===== config.mk =====
export PLATFORM = sky130hd
export DESIGN_NAME = cal_bg_loop
export DESIGN_NICKNAME = d
export VERILOG_FILES = /design/src/rtl/cal_pkg.sv /design/src/rtl/cal_window.sv /design/src/rtl/cal_sched.sv /design/src/rtl/cal_coef.sv /design/src/rtl/cal_bg_loop.sv
export SDC_FILE = /design/constraint.sdc
export NUM_CORES = 1
export LEC_CHECK = 0
export ABC_AREA = 0
export BUFFER_PORTS_ARGS = -buffer_cell sky130_fd_sc_hd__buf_4
export CORE_MARGIN = 8
export CORE_UTILIZATION = 30
export DETAILED_ROUTE_END_ITERATION = 10
export GPL_ROUTABILITY_DRIVEN = 0
export SYNTH_ARGS = -nofsm -noshare
export SYNTH_HDL_FRONTEND = slang
export SYNTH_HIERARCHICAL = 1
export SYNTH_SLANG_ARGS = --single-unit

===== constraint.sdc =====
create_clock -name clk -period 14.1 [get_ports clk]
set_input_delay 4.23 -clock clk [delete_from_list [all_inputs] [get_ports clk]]
set_output_delay 4.23 -clock clk [all_outputs]
set_load 0.01 [all_outputs]

===== src/rtl/cal_pkg.sv =====
// Package: shared state and freeze-reason encodings for the calibration loop.
// Assumes: loop_state and freeze_code codes are visible at the ports as listed.
package cal_pkg;
    typedef enum logic [2:0] {
        ST_IDLE   = 3'd0,
        ST_MEAS   = 3'd1,
        ST_UPD    = 3'd2,
        ST_VERIFY = 3'd3,
        ST_FREEZE = 3'd4
    } cal_state_e;

    typedef enum logic [1:0] {
        RSN_NONE     = 2'd0,
        RSN_CLIP     = 2'd1,
        RSN_LOWCONF  = 2'd2,
        RSN_ROLLBACK = 2'd3
    } rsn_e;
endpackage


===== src/rtl/cal_window.sv =====
// Observation window: sums both error features over 2^K cycles, counts valid
// samples and flags clipped samples. The *_n outputs include the current cycle,
// so the owner can decide in the last cycle of a window.
// Assumes: k_eff is already clamped to at most KMAX.
module cal_window #(
    parameter int SMP_W  = 12,
    parameter int ERR_W  = 16,
    parameter int ACC_W  = 29,
    parameter int WCNT_W = 13
) (
    input  logic                     clk,
    input  logic                     rst_n,
    input  logic                     restart,
    input  logic                     run,
    input  logic [3:0]               k_eff,
    input  logic                     smp_valid,
    input  logic signed [SMP_W-1:0]  smp_data,
    input  logic signed [ERR_W-1:0]  off_err,
    input  logic signed [ERR_W-1:0]  gain_err,
    input  logic [WCNT_W-1:0]        min_valid,
    output logic                     win_last,
    output logic signed [ACC_W-1:0]  acc_off_q,
    output logic signed [ACC_W-1:0]  acc_gain_q,
    output logic signed [ACC_W-1:0]  sum_off_n,
    output logic signed [ACC_W-1:0]  sum_gain_n,
    output logic                     clip_n,
    output logic                     low_conf_n
);
    localparam logic signed [SMP_W-1:0] SMP_MAX = {1'b0, {(SMP_W-1){1'b1}}};
    localparam logic signed [SMP_W-1:0] SMP_MIN = {1'b1, {(SMP_W-1){1'b0}}};

    logic [WCNT_W-1:0] win_cnt, vcnt_q, vcnt_n, win_end;
    logic              clip_q, take;

    // Purpose: form the window totals that include the sample of this cycle.
    always_comb begin
        take       = run && smp_valid;
        win_end    = (WCNT_W'(1) << k_eff) - WCNT_W'(1);
        win_last   = run && (win_cnt == win_end);
        sum_off_n  = acc_off_q  + (take ? {{(ACC_W-ERR_W){off_err[ERR_W-1]}},  off_err}  : '0);
        sum_gain_n = acc_gain_q + (take ? {{(ACC_W-ERR_W){gain_err[ERR_W-1]}}, gain_err} : '0);
        clip_n     = clip_q || (take && (smp_data == SMP_MAX || smp_data == SMP_MIN));
        vcnt_n     = vcnt_q + WCNT_W'(take);
        low_conf_n = vcnt_n < min_valid;
    end

    // Purpose: hold window totals; clear on restart, accumulate while running.
    always_ff @(posedge clk) begin
        if (!rst_n || restart) begin
            win_cnt    <= '0;
            vcnt_q     <= '0;
            clip_q     <= 1'b0;
            acc_off_q  <= '0;
            acc_gain_q <= '0;
        end else if (run) begin
            win_cnt    <= win_cnt + WCNT_W'(1);
            vcnt_q     <= vcnt_n;
            clip_q     <= clip_n;
            acc_off_q  <= sum_off_n;
            acc_gain_q <= sum_gain_n;
        end
    end
endmodule


===== src/rtl/cal_sched.sv =====
// Trigger scheduler: merges the temperature, performance and periodic triggers
// and blocks them until the minimum spacing since the last run has passed.
// Assumes: triggers are sampled only while in_idle; ignored ones are dropped.
module cal_sched #(
    parameter int CNT_W = 16
) (
    input  logic             clk,
    input  logic             rst_n,
    input  logic             in_idle,
    input  logic             clr_gap,
    input  logic             frame_tick,
    input  logic             temp_evt,
    input  logic             perf_evt,
    input  logic [CNT_W-1:0] cfg_frames,
    input  logic [CNT_W-1:0] cfg_min_gap,
    output logic             start,
    output logic             gap_ok
);
    logic [CNT_W-1:0] frame_cnt, gap_cnt;
    logic             periodic;

    // Purpose: decide whether a run starts on this edge.
    always_comb begin
        periodic = (cfg_frames != '0) && (frame_cnt >= cfg_frames);
        gap_ok   = gap_cnt >= cfg_min_gap;
        start    = in_idle && gap_ok && (temp_evt || perf_evt || periodic);
    end

    // Purpose: count frames since the last start, saturating.
    always_ff @(posedge clk) begin
        if (!rst_n || start)
            frame_cnt <= '0;
        else if (frame_tick && frame_cnt != '1)
            frame_cnt <= frame_cnt + CNT_W'(1);
    end

    // Purpose: count cycles since the loop last returned to Idle, saturating.
    always_ff @(posedge clk) begin
        if (!rst_n || clr_gap)
            gap_cnt <= '0;
        else if (gap_cnt != '1)
            gap_cnt <= gap_cnt + CNT_W'(1);
    end
endmodule


===== src/rtl/cal_coef.sv =====
// Coefficient store: applies the shifted-error update law with saturation,
// keeps the pre-update copy and restores it on request.
// Assumes: apply and restore never assert in the same cycle.
module cal_coef #(
    parameter int COEF_W    = 16,
    parameter int ACC_W     = 29,
    parameter int SHW       = 5,
    parameter int OFF_INIT  = 0,
    parameter int GAIN_INIT = 32768
) (
    input  logic                     clk,
    input  logic                     rst_n,
    input  logic                     apply,
    input  logic                     restore,
    input  logic signed [ACC_W-1:0]  acc_off,
    input  logic signed [ACC_W-1:0]  acc_gain,
    input  logic [SHW-1:0]           shamt,
    output logic signed [COEF_W-1:0] offset_coef,
    output logic [COEF_W-1:0]        gain_coef
);
    localparam int EW = ACC_W + 1;
    localparam logic signed [EW-1:0] O_MAX = {{(EW-COEF_W+1){1'b0}}, {(COEF_W-1){1'b1}}};
    localparam logic signed [EW-1:0] O_MIN = ~O_MAX;
    localparam logic signed [EW-1:0] G_MAX = {{(EW-COEF_W){1'b0}}, {COEF_W{1'b1}}};

    logic signed [EW-1:0]     step_o, step_g, cand_o, cand_g, sat_o, sat_g;
    logic signed [COEF_W-1:0] save_off;
    logic [COEF_W-1:0]        save_gain;

    // Purpose: scale the window error and saturate the candidate coefficients.
    always_comb begin
        step_o = {acc_off[ACC_W-1],  acc_off  >>> shamt};
        step_g = {acc_gain[ACC_W-1], acc_gain >>> shamt};
        cand_o = {{(EW-COEF_W){offset_coef[COEF_W-1]}}, offset_coef} - step_o;
        cand_g = {{(EW-COEF_W){1'b0}}, gain_coef} - step_g;
        sat_o  = (cand_o > O_MAX) ? O_MAX : (cand_o < O_MIN) ? O_MIN : cand_o;
        sat_g  = (cand_g > G_MAX) ? G_MAX : (cand_g < 0) ? '0 : cand_g;
    end

    // Purpose: live coefficients with update, save and restore.
    always_ff @(posedge clk) begin
        if (!rst_n) begin
            offset_coef <= COEF_W'(OFF_INIT);
            gain_coef   <= COEF_W'(GAIN_INIT);
            save_off    <= COEF_W'(OFF_INIT);
            save_gain   <= COEF_W'(GAIN_INIT);
        end else if (apply) begin
            save_off    <= offset_coef;
            save_gain   <= gain_coef;
            offset_coef <= sat_o[COEF_W-1:0];
            gain_coef   <= sat_g[COEF_W-1:0];
        end else if (restore) begin
            offset_coef <= save_off;
            gain_coef   <= save_gain;
        end
    end
endmodule


===== src/rtl/cal_bg_loop.sv =====
// Top: guarded background calibration controller. Sequences Idle, Measure,
// Update, Verify and Freeze, applies the guards, decides on rollback and
// latches the freeze reason.
// Assumes: the error features are already aligned with smp_data.
module cal_bg_loop
    import cal_pkg::*;
#(
    parameter int SMP_W     = 12,
    parameter int ERR_W     = 16,
    parameter int COEF_W    = 16,
    parameter int CNT_W     = 16,
    parameter int KMIN      = 4,
    parameter int KMAX      = 12,
    parameter int OFF_INIT  = 0,
    parameter int GAIN_INIT = 32768
) (
    input  logic                     clk,
    input  logic                     rst_n,
    input  logic                     smp_valid,
    input  logic signed [SMP_W-1:0]  smp_data,
    input  logic signed [ERR_W-1:0]  off_err,
    input  logic signed [ERR_W-1:0]  gain_err,
    input  logic                     frame_tick,
    input  logic                     temp_evt,
    input  logic                     perf_evt,
    input  logic                     reason_clr,
    input  logic [3:0]               cfg_win_log2,
    input  logic [3:0]               cfg_mu,
    input  logic [CNT_W-1:0]         cfg_frames,
    input  logic [CNT_W-1:0]         cfg_min_gap,
    input  logic [KMAX:0]            cfg_min_valid,
    output logic signed [COEF_W-1:0] offset_coef,
    output logic [COEF_W-1:0]        gain_coef,
    output logic [2:0]               loop_state,
    output logic [1:0]               freeze_code,
    output logic                     rollback_pulse
);
    localparam int ACC_W  = ERR_W + KMAX + 1;
    localparam int WCNT_W = KMAX + 1;
    localparam int MET_W  = ACC_W + 1;
    localparam int SHW    = 5;

    cal_state_e             st, nxt;
    rsn_e                   rsn_q, new_rsn, guard_rsn;
    logic                   set_rsn, restore, guard_bad, start, gap_ok, run, restart, clr_gap;
    logic                   win_last, clip_n, low_conf_n;
    logic [3:0]             k_eff;
    logic [SHW-1:0]         shamt;
    logic signed [ACC_W-1:0] acc_off_q, acc_gain_q, sum_off_n, sum_gain_n, mag_o, mag_g;
    logic [MET_W-1:0]       metric_n, pre_metric;

    // Purpose: clamp K and form the total shift of the update law.
    always_comb begin
        if (cfg_win_log2 < 4'(KMIN))      k_eff = 4'(KMIN);
        else if (cfg_win_log2 > 4'(KMAX)) k_eff = 4'(KMAX);
        else                              k_eff = cfg_win_log2;
        shamt = {1'b0, k_eff} + {1'b0, cfg_mu};
    end

    // Purpose: residual metric of the window ending in this cycle.
    always_comb begin
        mag_o    = sum_off_n[ACC_W-1]  ? -sum_off_n  : sum_off_n;
        mag_g    = sum_gain_n[ACC_W-1] ? -sum_gain_n : sum_gain_n;
        metric_n = {1'b0, mag_o} + {1'b0, mag_g};
    end

    // Purpose: next state, guard outcome, rollback and reason selection.
    always_comb begin
        nxt       = st;
        set_rsn   = 1'b0;
        restore   = 1'b0;
        guard_bad = clip_n || low_conf_n;
        guard_rsn = clip_n ? RSN_CLIP : RSN_LOWCONF;
        new_rsn   = guard_rsn;
        unique case (st)
            ST_IDLE:   if (start) nxt = ST_MEAS;
            ST_MEAS:   if (win_last) begin
                           if (guard_bad) begin nxt = ST_FREEZE; set_rsn = 1'b1; end
                           else nxt = ST_UPD;
                       end
            ST_UPD:    nxt = ST_VERIFY;
            ST_VERIFY: if (win_last) begin
                           if (guard_bad) begin
                               nxt = ST_FREEZE; set_rsn = 1'b1; restore = 1'b1;
                           end else if (metric_n > pre_metric) begin
                               nxt = ST_IDLE; set_rsn = 1'b1; restore = 1'b1;
                               new_rsn = RSN_ROLLBACK;
                           end else nxt = ST_IDLE;
                       end
            ST_FREEZE: if (win_last) begin
                           if (guard_bad) set_rsn = 1'b1;
                           else nxt = ST_IDLE;
                       end
            default:   nxt = ST_IDLE;
        endcase
        run     = (st == ST_MEAS) || (st == ST_VERIFY) || (st == ST_FREEZE);
        restart = start || (st == ST_UPD) || (win_last && nxt == ST_FREEZE);
        clr_gap = (st != ST_IDLE) && (nxt == ST_IDLE);
    end

    // Purpose: state, pre-update residual, reason latch and rollback pulse.
    always_ff @(posedge clk) begin
        if (!rst_n) begin
            st             <= ST_IDLE;
            rsn_q          <= RSN_NONE;
            pre_metric     <= '0;
            rollback_pulse <= 1'b0;
        end else begin
            st             <= nxt;
            rollback_pulse <= restore;
            if (st == ST_MEAS && win_last) pre_metric <= metric_n;
            if (set_rsn)         rsn_q <= new_rsn;
            else if (reason_clr) rsn_q <= RSN_NONE;
        end
    end

    assign loop_state  = st;
    assign freeze_code = rsn_q;

    cal_sched #(.CNT_W(CNT_W)) u_sched (
        .clk(clk), .rst_n(rst_n), .in_idle(st == ST_IDLE), .clr_gap(clr_gap),
        .frame_tick(frame_tick), .temp_evt(temp_evt), .perf_evt(perf_evt),
        .cfg_frames(cfg_frames), .cfg_min_gap(cfg_min_gap),
        .start(start), .gap_ok(gap_ok)
    );

    cal_window #(.SMP_W(SMP_W), .ERR_W(ERR_W), .ACC_W(ACC_W), .WCNT_W(WCNT_W)) u_win (
        .clk(clk), .rst_n(rst_n), .restart(restart), .run(run), .k_eff(k_eff),
        .smp_valid(smp_valid), .smp_data(smp_data), .off_err(off_err), .gain_err(gain_err),
        .min_valid(cfg_min_valid), .win_last(win_last),
        .acc_off_q(acc_off_q), .acc_gain_q(acc_gain_q),
        .sum_off_n(sum_off_n), .sum_gain_n(sum_gain_n),
        .clip_n(clip_n), .low_conf_n(low_conf_n)
    );

    cal_coef #(.COEF_W(COEF_W), .ACC_W(ACC_W), .SHW(SHW),
               .OFF_INIT(OFF_INIT), .GAIN_INIT(GAIN_INIT)) u_coef (
        .clk(clk), .rst_n(rst_n), .apply(st == ST_UPD), .restore(restore),
        .acc_off(acc_off_q), .acc_gain(acc_gain_q), .shamt(shamt),
        .offset_coef(offset_coef), .gain_coef(gain_coef)
    );
endmodule


### After elaboration in Yosys (flattened, before gate mapping)

Index checks and enable logic that the tools add are counted.

| cells by class | value |
|---|---|
| add/subtract/negate cells | 13 |
| $lt $le $gt $ge | 10 |
| equal/unequal tests | 10 |
| shift operators | 3 |
| muxes and demuxes | 36 |
| reduce and logical (&&, ||, !) cells | 30 |

Operator list:

| operator | count |
|---|---|
| two-way mux 16 bit | 8 |
| two-way mux 29 bit | 4 |
| adder 29 bit | 2 |
| negation 29 bit | 2 |
| >>> shifter 29 x 5 -> 29 bit | 2 |
| adder 16 x 1 -> 16 bit, second input constant | 2 |
| greater-or-equal comparator 16 bit | 2 |
| != test 16 bit, second input constant | 2 |
| adder 29 x 29 -> 30 bit | 1 |
| > comparator 30 x 16 -> 1 bit, second input constant | 1 |
| > comparator 30 x 17 -> 1 bit, second input constant | 1 |
| > comparator 30 bit | 1 |
| less-than comparator 30 x 1 -> 1 bit, second input constant | 1 |
| less-than comparator 30 x 16 -> 1 bit, second input constant | 1 |
| subtractor 16 x 30 -> 30 bit | 1 |
| subtractor 30 bit | 1 |
| == test 12 bit, second input constant | 2 |
| two-way mux 3 bit | 7 |
| nonzero test 16 bit | 1 |
| one-hot mux 3 bit (5 select lines) | 1 |
| two-way mux 2 bit | 7 |
| adder 13 x 1 -> 13 bit | 1 |
| adder 13 x 1 -> 13 bit, second input constant | 1 |
| == test 13 bit | 1 |
| other kinds (19) | 49 |

| word-level totals | value |
|---|---|
| register bits | 217 |
| input bits | 104 |
| output and inout bits | 38 |

### Depth between registers and ports, before layout

| depth | value |
|---|---|
| depth after elaboration | 16 |
| gate-level depth with buffers | 45 |

### Cells and area by module

The synthesis kept the hierarchy.

By module, submodules not included:

| module | instances | cells each | area each (um^2) |
|---|---|---|---|
| cal_coef | 1 | 1103 | 8643.3 |
| cal_window | 1 | 901 | 7283.2 |
| cal_bg_loop | 1 | 643 | 4819.6 |
| cal_sched | 1 | 290 | 2344.7 |

### Least setup slack after synthesis

No wires, ideal clock.

| timing path | value |
|---|---|
| path kind | input -> register |
| start point | in smp_valid |
| end point | reg u_coef.gain_coef[14] |
| setup time | 122 ps |
| arrival | 12266 ps |
| path slack | 1712 ps |
| stages on the path | 36 |
| buffers on the path | 3 |
| path through | clkbuf_1 -> and3_1 -> ha_1 -> fa_1 -> a211oi_1 -> o21ai_0 -> a21o_1 -> a21oi_1 -> o21bai_1 -> a21oi_1 -> xnor2_1 -> or4_4 -> or3_4 -> or4_4 -> or3_4 -> nand2b_4 -> o21ai_2 -> xnor2_1 -> ha_1 -> a21o_1 -> a21o_1 -> a21o_1 -> a21oi_1 -> o21ai_0 -> o21ai_0 -> nand2_1 -> ha_1 -> nand4_1 -> or4_1 -> o211ai_1 -> o21ai_0 -> a21oi_1 -> clkbuf_1 -> buf_1 -> mux2_2 -> a221o_1 |

| on the way | value |
|---|---|
| longest elaborated chain between the ends | 12 |
| elaborated cells on any way between the ends | 21 |
| classes of those cells | 6 x add/sub; 2 x order compare; 8 x mux; 5 x reduce/logical |

RTL lines:

| element | RTL line | text |
|---|---|---|
| start, declared | cal_bg_loop.sv:19 | `input logic smp_valid,` |
| logical AND 1 bit * | cal_window.sv:37 | `take = run && smp_valid;` |
| two-way mux 29 bit * | cal_window.sv:41 | `sum_gain_n = acc_gain_q + (take ? {{(ACC_W-ERR_W){gain_err[ERR_W-1]}}, gain_err} : '0);` |
| adder 29 bit * | cal_window.sv:41 |  |
| via sum_gain_n[10] | cal_bg_loop.sv:49 | `logic signed [ACC_W-1:0] acc_off_q, acc_gain_q, sum_off_n, sum_gain_n, mag_o, mag_g;` |
| negation 29 bit | cal_bg_loop.sv:63 | `mag_g = sum_gain_n[ACC_W-1] ? -sum_gain_n : sum_gain_n;` |
| two-way mux 29 bit * | cal_bg_loop.sv:63 |  |
| adder 29 x 29 -> 30 bit * | cal_bg_loop.sv:64 | `metric_n = {1'b0, mag_o} + {1'b0, mag_g};` |
| via metric_n[29] | cal_bg_loop.sv:50 | `logic [MET_W-1:0] metric_n, pre_metric;` |
| > comparator 30 bit * | cal_bg_loop.sv:85 | `end else if (metric_n > pre_metric) begin` |
| two-way mux 1 bit * | cal_bg_loop.sv:85 |  |
| two-way mux 1 bit * | cal_bg_loop.sv:83 | `if (guard_bad) begin` |
| two-way mux 1 bit * | cal_bg_loop.sv:82 | `ST_VERIFY: if (win_last) begin` |
| two-way mux 1 bit * | cal_bg_loop.sv:75 | `unique case (st)` |
| via restore | cal_bg_loop.sv:45 | `logic set_rsn, restore, guard_bad, start, gap_ok, run, restart, clr_gap;` |
| nonzero test 2 bit (no source line) * | -- |  |
| end signal, assigned | cal_coef.sv:44 | `gain_coef <= COEF_W'(GAIN_INIT);` |
| end signal, assigned | cal_coef.sv:51 | `gain_coef <= sat_g[COEF_W-1:0];` |
| end signal, assigned | cal_coef.sv:54 | `gain_coef <= save_gain;` |
| end, declared | cal_coef.sv:19 | `output logic [COEF_W-1:0] gain_coef` |

Mark *: on every way through the listed nets, which the timed path passes. The rest lies on a longest branch.
A chain may end at the register's enable or synchronous reset.

### Worst setup path after layout

| timing path | value |
|---|---|
| start point | in smp_valid |
| end point | reg u_coef.offset_coef[13] |

| on the way | value |
|---|---|
| elaborated cells on any way between the ends | 21 |
| classes of those cells | 6 x add/sub; 2 x order compare; 8 x mux; 5 x reduce/logical |

RTL lines:

| element | RTL line | text |
|---|---|---|
| logical AND 1 bit | cal_window.sv:37 |  |
| two-way mux 29 bit | cal_window.sv:40 | `sum_off_n = acc_off_q + (take ? {{(ACC_W-ERR_W){off_err[ERR_W-1]}}, off_err} : '0);` |
| adder 29 bit | cal_window.sv:40 |  |
| via sum_off_n[28] | cal_bg_loop.sv:49 |  |
| two-way mux 29 bit | cal_bg_loop.sv:62 | `mag_o = sum_off_n[ACC_W-1] ? -sum_off_n : sum_off_n;` |
| adder 29 x 29 -> 30 bit | cal_bg_loop.sv:64 |  |
| via metric_n[23] | cal_bg_loop.sv:50 |  |
| > comparator 30 bit | cal_bg_loop.sv:85 |  |
| two-way mux 1 bit | cal_bg_loop.sv:85 |  |
| two-way mux 1 bit | cal_bg_loop.sv:83 |  |
| two-way mux 1 bit | cal_bg_loop.sv:82 |  |
| two-way mux 1 bit | cal_bg_loop.sv:75 |  |
| via restore | cal_bg_loop.sv:45 |  |
| nonzero test 2 bit (no source line) | -- |  |
| end signal, assigned | cal_coef.sv:43 | `offset_coef <= COEF_W'(OFF_INIT);` |
| end signal, assigned | cal_coef.sv:50 | `offset_coef <= sat_o[COEF_W-1:0];` |
| end signal, assigned | cal_coef.sv:53 | `offset_coef <= save_off;` |
| end, declared | cal_coef.sv:18 | `output logic signed [COEF_W-1:0] offset_coef,` |

The timed path passes the listed nets, and every way through them passes these cells.

==> impl_metrics.json <==
{
  "p_sw_frac": 0.320,
  "ant_nets": 0,
  "seq_area_frac_synth": 0.188,
  "postSynth.asyncResetShare": 0,
  "maxClockFrequency_mhz": 77.5,
  "htree_levels": 1,
  "drt-wirelength-per-cell_um": 16.9,
  "start_util": 0.304,
  "grt_setup_unrepaired": "false",
  "clk_pin_slew_ps": 60,
  "critical-path-max-stage-delay_ps": 840,
  "numClockSinks": 217,
  "yosys-top-cells-area": "dfxtp_1 19%, ha_1 12%, mux2i_1 5.9%, xnor2_1 5.8%, nor2_1 4.4%",
  "floorplan.rows": 101,
  "final-hold-violation-count": 0,
  "path_class": "primary input to flip-flop",
  "setup_viol_count_final": 0,
  "tritoncts_clock_tree": "built",
  "p_seq_frac": 0.324,
  "synth.net_count": 3263,
  "synth_cell_types": 109,
  "detailed_place_hpwl_um": 53600,
  "worst_slew_margin_rel": 0.259,
  "power.density_nw_per_um2": 72.4,
  "final-max-slew-violation-count": 0,
  "drc": 0,
  "number_of_hold_buffers_added_after_cts": 0,
  "floorplan.die.height_um": 293,
  "num-nets-final": 3327,
  "pwr-share-clk": 0.414,
  "first_pass_iters": 6,
  "insertion_delay_to_the_later_sink_of_the_worst_skew_pair_ps": 590,
  "period_share": 0.915,
  "die-area_um2": 86100,
  "count_of_buffers_from_port_buffering": 141,
  "cts_setup_buffers": 0,
  "post_synthesis_to_final_layout_area_growth_pct": 13.6,
  "floorplan.core_area_um2": 76100,
  "final_layout_setup_total_negative_slack_ps": 0,
  "clockBufferDepth": 3,
  "yosys.cell_count.top_type": "nor2_1",
  "leakage_dissipation_uw": 0.0117,
  "synthFlopType": "dfxtp_1",
  "p_switching_uw": 609,
  "final_layout_size_suffix_gt1_frac": 0.120,
  "area_share_of_the_largest_cell_type_after_synthesis": 0.188,
  "timing.final.ws_setup_ps": 1200,
  "drv_cap": 0,
  "yosys-top-cells-count": "272 x nor2_1, 251 x nand2_1, 217 x dfxtp_1",
  "timing.critical_path.from_type": "primary input",
  "syn-mean-instance-area_um2": 7.86,
  "grt.total_usage": 0.152,
  "grt_overflow_total": 0,
  "grt_pass1_wl_um": 110000,
  "synth_top_cell_by_area": "dfxtp_1",
  "result_of_the_run": "finished, final reports clean",
  "worst_ep_required_time_ps": 14620,
  "post_dr_vias_cell": 5.36,
  "worst_pin_slew_ps": 1110,
  "cts_root_buffer": "clkbuf_16",
  "p_comb_frac": 0.261,
  "design.portCount": 142,
  "finalCriticalPeriod_ps": 12900,
  "internal-power_uw": 1290,
  "totalWireLength_um": 68700,
  "vias": 21700,
  "cp_common_cell": "a21o_1",
  "pin_count_of_the_biggest_net_entering_global_routing": 84,
  "worstPathMaxFanout": 32,
  "synth_area_um2": 23100,
  "critical_path_at_ps": 13420,
  "first_global_vias": 20300,
  "crit_path_top_delay_cell": "nor2_1",
  "antenna_found_initial": 6,
  "syn-instance-count": 2937,
  "die_w_um": 293,
  "synth_edf_count": 0,
  "worst_hold_path_type": "flip-flop to flip-flop",
  "cts_repair_resize_count": 0,
  "clock_skew_ps": 12.3,
  "synth_warnings": 6,
  "tritoncts.num_buffers": 30,
  "flops_latches_synth": 217,
  "worstSetupEndpointType": "flip-flop",
  "place_ws_ps": 737,
  "ir_worst_vdd_uv": 89.9,
  "drt_iter0_drc": 1541
}
flip-flops by register name (all words and copies together), names as in the netlist:
| signal | flops |
|---|---|
| u_coef/save_gain | 16 |
| u_coef/save_off | 16 |
| u_win/win_cnt | 13 |
| u_win/clip_q | 1 |
| u_sched/gap_cnt | 16 |
| loop_state | 3 |
| rollback_pulse | 1 |
| u_win/acc_off_q | 29 |
| u_win/vcnt_q | 13 |
| u_sched/frame_cnt | 16 |
| u_win/acc_gain_q | 29 |
| freeze_code | 2 |
| pre_metric | 30 |
| u_coef/offset_coef | 16 |
| u_coef/gain_coef | 16 |
power groups by stage:
stage / clock network [uW] / logic [uW] / registers, uW
floorplan: 0 / 367 / 629
finish: 787 / 496 / 616
global route: 837 / 547 / 616
detailed placement: 0 / 490 / 630
global placement: 0 / 491 / 630
CTS: 813 / 493 / 616
layout by cell type (no fill, tap or decap), types with 63 or more instances in the layout:
cell     instances
nand2_1        250
and3_1          63
xor2_1          74
o21ai_0        134
inv_1          121
buf_4          185
dfxtp_1        217
nand3_1         81
ha_1           215
a21oi_1        194
mux2i_1        136
nor2_1         272
xnor2_1        149
a21o_1         117
metrics by stage:
step / hold slack (ps) / utilization / instances / power [uW] / cell area (um2)
after detailed placement: 447 / 0.331 / 3999 / 1120 / 25200
final: 454 / 0.345 / 4053 / 1900 / 26200
after global placement: 442 / 0.331 / 3999 / 1120 / 25200
after floorplan: 436 / - / 2937 / 996 / 23100
after CTS: 455 / 0.345 / 4050 / 1920 / 26200
after global routing: 472 / 0.345 / 4053 / 2000 / 26200
worst max-delay path: cells and delay by family:
kind | cells | cell delay, ps
buf+inv | 2 | 660
fa+ha+maj | 3 | 1120
compound gates | 17 | 3890
mux | 1 | 220
xor+xnor | 3 | 940
simple gates | 8 | 2320
layout make-up:
cell class / count / area, um2
flip-flops and latches: 217 / 4340
inverters: 125 / 470
clock inverters: 8 / 96.3
diodes: 3 / 7.51
clock buffers: 43 / 921
repair buffers: 185 / 1390
well taps: 1030 / 1290
fillers: 8063 / 49800
multi-input cells: 2442 / 17700
path summary, 6_finish.rpt:
path / from / end / slack, ps / depth (start not counted)
worst min register to register: pre_metric[9] / pre_metric[9] / 450 / 2
worst max register to register: loop_state[2] / u_coef/offset_coef[13] / 3280 / 36
worst max-delay path: smp_valid / u_coef/offset_coef[13] / 1200 / 34
worst min-delay path: pre_metric[9] / pre_metric[9] / 450 / 2
cell families (layout without fill, tap and decap cells):
kind of cell             after synthesis  after routing  share of synthesized area
AND/OR/NAND/NOR                      985            985                      0.210
XOR/XNOR                             227            227                     0.0861
adder cells (fa/ha/maj)              222            222                      0.122
flip-flops                           217            217                      0.188
other                                  0              3                          0
multiplexers                         198            198                      0.104
buffers and inverters                278            361                     0.0487
AO/OA/AOI/OAI                        810            810                      0.240
metal layers:
layer  vias to the layer above  part of all wire  GRT usage
li1                      11000                 -          -
met1                     10200              0.46      0.202
met2                       454              0.46      0.249
met3                        97             0.057     0.0297
met4                         4             0.026     0.0403
met5                         -           0.00022          0
(Power assumes the default switching activity.)
